--- config.mk ---
export PLATFORM = sky130hd
export DESIGN_NAME = swint_force
export DESIGN_NICKNAME = d
export VERILOG_FILES = /design/src/rtl/swint_pkg.sv /design/src/rtl/swint_force_regs.sv /design/src/rtl/swint_lvl_pick.sv /design/src/rtl/swint_force.sv
export SDC_FILE = /design/constraint.sdc
export NUM_CORES = 1
export LEC_CHECK = 0
export BUFFER_PORTS_ARGS = -buffer_cell sky130_fd_sc_hd__clkbuf_2
export CELL_PAD_IN_SITES_DETAIL_PLACEMENT = 0
export CELL_PAD_IN_SITES_GLOBAL_PLACEMENT = 2
export CORE_UTILIZATION = 18
export DETAILED_ROUTE_END_ITERATION = 6
export GPL_ROUTABILITY_DRIVEN = 0
export PLACE_DENSITY_LB_ADDON = 0.1
export SYNTH_ARGS = -nofsm -noshare
export SYNTH_HDL_FRONTEND = slang
export SYNTH_SLANG_ARGS = --single-unit
--- constraint.sdc ---
create_clock -name clk_i -period 2.4 [get_ports clk_i]
set_input_delay 0.72 -clock clk_i [delete_from_list [all_inputs] [get_ports clk_i]]
set_output_delay 0.72 -clock clk_i [all_outputs]
set_load 0.02 [all_outputs]
--- src/rtl/swint_pkg.sv ---
package swint_pkg;

   // Register slots on the small configuration bus
   typedef enum int unsigned {
      SLOT_FORCE = 0,
      SLOT_SET   = 1,
      SLOT_CLEAR = 2
   } swint_slot_e;

   // Bits needed to name a source index including the forced slot
   function automatic int src_idx_width(input int srcs);
      return $clog2(srcs + 1);
   endfunction

endpackage

--- src/rtl/swint_force_regs.sv ---
module swint_force_regs #(
   parameter int LEVELS = 7,
   parameter int DATA_W = 8,
   parameter int ADDR_W = 2,
   parameter int LVL_W  = 3
) (
   input  logic              clk_i,
   input  logic              rst_ni,
   input  logic [ADDR_W-1:0] addr_i,
   input  logic              wr_en_i,
   input  logic [DATA_W-1:0] wr_data_i,
   output logic [DATA_W-1:0] rd_data_o,
   output logic [LEVELS:1]   frc_o
);
   import swint_pkg::*;

   localparam logic [ADDR_W-1:0] A_MAIN = ADDR_W'(SLOT_FORCE);
   localparam logic [ADDR_W-1:0] A_SET  = ADDR_W'(SLOT_SET);
   localparam logic [ADDR_W-1:0] A_CLR  = ADDR_W'(SLOT_CLEAR);

   logic [LEVELS:1]   frc_q;
   logic [LEVELS:1]   frc_d;
   logic [LEVELS:1]   set_vec;
   logic [LEVELS:1]   clr_vec;
   logic [LVL_W-1:0]  lvl_sel;
   logic [DATA_W-1:0] rd_word;

   assign lvl_sel = wr_data_i[LVL_W-1:0];

   // One-hot decode of the alias level; level 0 selects nothing
   always_comb begin
      set_vec = '0;
      clr_vec = '0;
      for (int l = 1; l <= LEVELS; l++) begin
         if (wr_en_i && addr_i == A_SET && int'(lvl_sel) == l) set_vec[l] = 1'b1;
         if (wr_en_i && addr_i == A_CLR && int'(lvl_sel) == l) clr_vec[l] = 1'b1;
      end
   end

   // Direct load first, then alias updates; a set overrides a clear
   always_comb begin
      frc_d = frc_q;
      if (wr_en_i && addr_i == A_MAIN) frc_d = wr_data_i[LEVELS:1];
      frc_d = (frc_d & ~clr_vec) | set_vec;
   end

   always_ff @(posedge clk_i or negedge rst_ni) begin
      if (!rst_ni) frc_q <= '0;
      else         frc_q <= frc_d;
   end

   // Read word layout: bit 0 unused, level L in bit L, upper padding zero
   if (DATA_W > LEVELS + 1) begin : g_rd_pad
      assign rd_word = {{(DATA_W-LEVELS-1){1'b0}}, frc_q, 1'b0};
   end else begin : g_rd_exact
      assign rd_word = {frc_q, 1'b0};
   end

   assign rd_data_o = (addr_i == A_MAIN) ? rd_word : '0;
   assign frc_o     = frc_q;

endmodule

--- src/rtl/swint_lvl_pick.sv ---
module swint_lvl_pick #(
   parameter int SRCS  = 4,
   parameter int IDX_W = 3
) (
   input  logic [SRCS-1:0]  hw_i,
   input  logic             frc_i,
   output logic             req_o,
   output logic [IDX_W-1:0] idx_o
);
   // Lower hardware index wins; the forced request sits below all of them
   always_comb begin
      req_o = (|hw_i) | frc_i;
      idx_o = frc_i ? IDX_W'(SRCS) : '0;
      for (int s = SRCS - 1; s >= 0; s--) begin
         if (hw_i[s]) idx_o = IDX_W'(s);
      end
   end

endmodule

--- src/rtl/swint_force.sv ---
module swint_force #(
   parameter int LEVELS = 7,
   parameter int SRCS   = 4,
   parameter int DATA_W = 8,
   parameter int ADDR_W = 2,
   parameter int IDX_W  = swint_pkg::src_idx_width(SRCS)
) (
   input  logic                    clk_i,
   input  logic                    rst_ni,
   input  logic [ADDR_W-1:0]       addr_i,
   input  logic                    wr_en_i,
   input  logic [DATA_W-1:0]       wr_data_i,
   output logic [DATA_W-1:0]       rd_data_o,
   input  logic [LEVELS*SRCS-1:0]  hw_req_i,
   output logic [LEVELS-1:0]       force_req_o,
   output logic [LEVELS-1:0]       lvl_req_o,
   output logic [LEVELS*IDX_W-1:0] lvl_src_o
);
   localparam int LVL_W = $clog2(LEVELS + 1);

   // Elaboration-time parameter checks
   if (LEVELS < 1) begin : g_bad_levels
      $error("swint_force: LEVELS must be at least 1");
   end
   if (SRCS < 1) begin : g_bad_srcs
      $error("swint_force: SRCS must be at least 1");
   end
   if (DATA_W < LEVELS + 1 || DATA_W < LVL_W) begin : g_bad_data
      $error("swint_force: DATA_W too narrow for the force bits");
   end
   if (ADDR_W < 2) begin : g_bad_addr
      $error("swint_force: ADDR_W must reach three slots");
   end
   if (IDX_W < $clog2(SRCS + 1)) begin : g_bad_idx
      $error("swint_force: IDX_W cannot encode the forced slot");
   end

   logic [LEVELS:1] frc;

   swint_force_regs #(
      .LEVELS(LEVELS), .DATA_W(DATA_W), .ADDR_W(ADDR_W), .LVL_W(LVL_W)
   ) u_regs (
      .clk_i     (clk_i),
      .rst_ni    (rst_ni),
      .addr_i    (addr_i),
      .wr_en_i   (wr_en_i),
      .wr_data_i (wr_data_i),
      .rd_data_o (rd_data_o),
      .frc_o     (frc)
   );

   assign force_req_o = frc;

   for (genvar l = 0; l < LEVELS; l++) begin : g_lvl
      swint_lvl_pick #(.SRCS(SRCS), .IDX_W(IDX_W)) u_pick (
         .hw_i  (hw_req_i[l*SRCS +: SRCS]),
         .frc_i (frc[l+1]),
         .req_o (lvl_req_o[l]),
         .idx_o (lvl_src_o[l*IDX_W +: IDX_W])
      );
   end

endmodule

After elaboration in Yosys (flattened, before gate mapping)
Index checks and enable logic that the tools add are counted.
- reduce and logical (&&, ||, !) cells: 25
- bitwise operators: 10
- mux-type cells: 51
- equality and inequality tests: 9
- operators with widths (operator ; count):
    $mux 3 ; 35
    $reduce_or 4->1 ; 7
    $logic_and 1x1->1 ; 17
    $mux 1 ; 14
    $eq 3x3->1 const B ; 4
    $mux 8 ; 1
    $and 7x7->7 ; 1
    $mux 7 ; 1
    $not 7->7 ; 1
    $or 1x1->1 ; 7
    $or 7x7->7 ; 1
    $eq 3x2->1 const B ; 2
    $eq 3x1->1 const B ; 1
    $eq 2x1->1 const B ; 1
    $eq 2x2->1 const B ; 1
    $logic_not 2->1 ; 1
- flip-flop bits (word level): 7
- output and inout port bits: 43
- word-level logic and storage cells: 96

Longest topological paths before layout
- depth in word-level cells: 7
- depth in mapped cells: 4
- mapped depth without buffers: 3

Cells and area by module
From an unflattened synthesis, not the netlist that was laid out.
- cells, all modules: 110
- area total of the unflattened synthesis: 817.0 um^2
- modules (own cells, without submodules) (module ; cells an instance ; times used ; area each (um^2) ; sequential area each (um^2)):
    swint_force_regs ; 54 ; 1 ; 475.5 ; 175.2
    swint_lvl_pick ; 8 ; 7 ; 48.8 ; 0.0

Least setup slack after synthesis
Ideal clock, no wire load.
- kind: input-to-output
- start point: input port addr_i[1]
- end point: output port rd_data_o[1]
- buffers on the path: 1
- data arrival time: 1.348 ns
- slack: 0.332 ns
- cell stages on the path: 2
- path through: buf_6 > nor3_1
- cells in the longest elaborated chain, start to end: 2
- ends and longest elaborated chain (element ; line ; text):
    start, declared ; swint_force.sv:10 ; input logic [ADDR_W-1:0] addr_i,
    $logic_not 2->1 ; swint_force_regs.sv:59 ; assign rd_data_o = (addr_i == A_MAIN) ? rd_word : '0;
    $mux 8 ; swint_force_regs.sv:59 ;
    end, declared ; swint_force.sv:13 ; output logic [DATA_W-1:0] rd_data_o,
Every way passes these cells.

Worst setup path after layout
- start point: input port hw_req_i[0]
- end point: output port lvl_src_o[2]
- cells in the longest elaborated chain, start to end: 1
- ends and longest elaborated chain (element ; line ; text):
    start, declared ; swint_force.sv:14 ; input logic [LEVELS*SRCS-1:0] hw_req_i,
    $mux 3 ; swint_lvl_pick.sv:15 ; if (hw_i[s]) idx_o = IDX_W'(s);
    end, declared ; swint_force.sv:17 ; output logic [LEVELS*IDX_W-1:0] lvl_src_o
Every way passes these cells.

==> metrics.txt <==
Initial Util 0.186; Syn Nets between 150 and 200; Final Slew Violations 0; Worst Skew 0 ns; Critical Path RT ~1.7 ns; antenna violation net count after detailed routing 0; VDD IR max between 0.15 and 0.2 mV; Synth Cell Area 881 um^2; count leader, synth nor2_1; Worst path top cell family by delay simple AND/OR/NAND/NOR gates; TritonCTS buffer count 3; status complete, no violations; syn_area_per_cell 6.94 um^2; final-layout fill cell count between 500 and 600; RSZ-0062 raised after global routing false; Pwr Total roughly 590 uW; CTS tree yes; list of most frequent post-synthesis cells nor2_1 (20), buf_4 (15), and2_1 (13); Total GRT Usage 0.104; share of power burned in the clock network 0.286; Worst-Skew Late Latency ~0.23 ns; Worst-path clk slew ~0.04 ns; Die Ht about 72 um; largest net degree at the start of global routing 11; Post-synth EDFFs 0; die width 72.0 um; share of post-route cells with drive strength above 1 0.452; synth top area cells dfrtp_1 (20%), buf_4 (13%), and2_1 (9.2%), nor2_1 (8.5%), o22ai_1 (7.1%); GR Util met2 0.182; leak pwr 0.686 nW; Post-CTS Hold Buffers 0; CTS Root Cell clkbuf_8; Via Count between 1000 and 1500; Max FO, Critical Path 3; postcts setup bufs 0; met1 Track Usage GR 0.131; wire per inst 10.2 um; Critical Path Source Type input port; core area between 0.004 and 0.005 mm^2; Synth Register Bits 7; # rows 25; final hold vios 0; Max Root-Sink Buffers 2; Setup Viol. Count Final 0; worst path bufs/invs 2; Switch Pwr about 230 uW; clock sinks 7; worst path cell trace clkbuf_2 -> nor4_1 -> and2_1 -> clkbuf_2; total grt overflow 0; Switching Share 0.386; TNS Setup 0 ns; Ys Warns 0; number of global-route vias before repair between 900 and 1000; H-Tree Depth 1; Finished Cell Area between 0.001 and 0.0015 mm^2; Seq/Total Area, Yosys 0.199; fin nets 241; Final Non-Filler Cells around 270; fmax ~0.45 GHz; Cell variety after synth 24; DP Area about 0.0013 mm^2; ant diodes 0; ys flop type dfrtp_1; crit-path max cell delay ~0.34 ns; reported max-cap violation count 0; post-detail-place hpwl between 2000 and 2500 um; initial antenna violation count 0; area grow syn2layout 48.4%; drc violations 0; Crit path top cell by count clkbuf_2; cell-internal power ~360 uW; Placed Instances around 260; Flop pwr share 0.277; share of the synthesized area in the top cell type 0.199; slowest CP cell nor4_1; Port Buf Inserts 82; met3 usage 0.0208; Post-Syn Instances between 100 and 150; max reg flops 7; Yosys top cell by area dfrtp_1; post-CTS sizing 0; minimum clock period ~2.2 ns; Top Usage Layer GRT met2; DRT iter0 DRCs 21; combinational power share 0.436; first-pass GRT wire length about 4300 um; First-pass DRT Iterations 4; Worst Hold Class input port to asynchronous set/reset pin; Setup Crit Path Kind input port to primary output; final period utilization 0.921; critical path arrival 1.49 ns; Util after Layout 0.277; I/O pins 84; ys async rst share 1.00; Total Wirelength ~2700 um; crit end category primary output; P per Cell Area ~450 mW/mm^2; routed vias/inst ~4.1; Die ar. just over 0.005 mm^2
[worst paths after layout]
check | startpoint | endpoint | slack, ns | depth (start not counted)
max | hw_req_i[0] | lvl_src_o[2] | 0.19 | 4
min | rst_ni | u_regs.frc_o[1] | 0.34 | 1
max reg2reg | u_regs.frc_o[4] | u_regs.frc_o[4] | 1.58 | 2
min reg2reg | u_regs.frc_o[1] | u_regs.frc_o[1] | 0.58 | 2
max in group asynchronous | rst_ni | u_regs.frc_o[6] | 1.88 | 1
min in group clk_i | u_regs.frc_o[1] | u_regs.frc_o[1] | 0.58 | 2
[kinds of logic (layout without fill, tap and decap cells)]
kind of cell | after synthesis | in the layout | synth area share
AO/OA/AOI/OAI | 21 | 21 | 0.142
buffers and inverters | 28 | 100 | 0.200
flip-flops | 7 | 7 | 0.199
multiplexers | 1 | 1 | 0.0128
other | 1 | 1 | 0.00426
AND/OR/NAND/NOR | 69 | 69 | 0.442
[metrics by stage]
step	setup slack, ns	hold slack (ns)
6_report	0.191	0.335
5_1_grt	0.0237	0.341
4_1_cts	0.169	0.343
3_5_place_dp	0.176	0.573
3_3_place_gp	0.182	0.574
2_1_floorplan	0.332	0.424
[placed cells by master (no fill, tap or decap), drive strengths merged]
master / n
buf: 3
a32oi: 1
a22o: 1
nor2: 20
nand2b: 8
o21ai: 2
nand4bb: 1
conb: 1
nor3b: 3
mux2: 1
a21oi: 7
clkbuf: 86
dfrtp: 7
and2: 13
nor3: 8
nand3: 2
or3b: 1
nand4b: 1
nor4: 7
nand2: 3
nor2b: 2
inv: 11
o22ai: 10
[power by group through the flow]
stage / sequential [mW] / combinational [mW] / clock (mW)
after floorplan: 0.158 / 0.188 / 0
after global placement: 0.166 / 0.259 / 0
after detailed placement: 0.168 / 0.261 / 0
after CTS: 0.166 / 0.262 / 0.174
after global routing: 0.170 / 0.283 / 0.184
final: 0.164 / 0.258 / 0.169
[worst register-to-register path, delay by kind of cell (launching register included)]
kind,cells,cell delay (ns)
AOI/OAI and AO/OA,2,0.29
DFF,1,0.41
[cell type report]
cell class                 instances  area (um^2)  area share
multi-input combinational         92          529       0.405
timing repair buffer              85          433       0.331
sequential                         7          175       0.134
tap                               67         83.8      0.0641
clock buffer                       4         45.0      0.0344
inverter                          11         41.3      0.0316
[layer usage]
metal | wire length (um) | vias to the layer above | part of all wire
met4 | 10 | 0 | 0.0037
met5 | 0 | - | 0
met2 | 1350 | 46 | 0.50
li1 | - | 566 | -
met1 | 1160 | 482 | 0.43
met3 | 186 | 2 | 0.069
(Power assumes the default switching activity.)
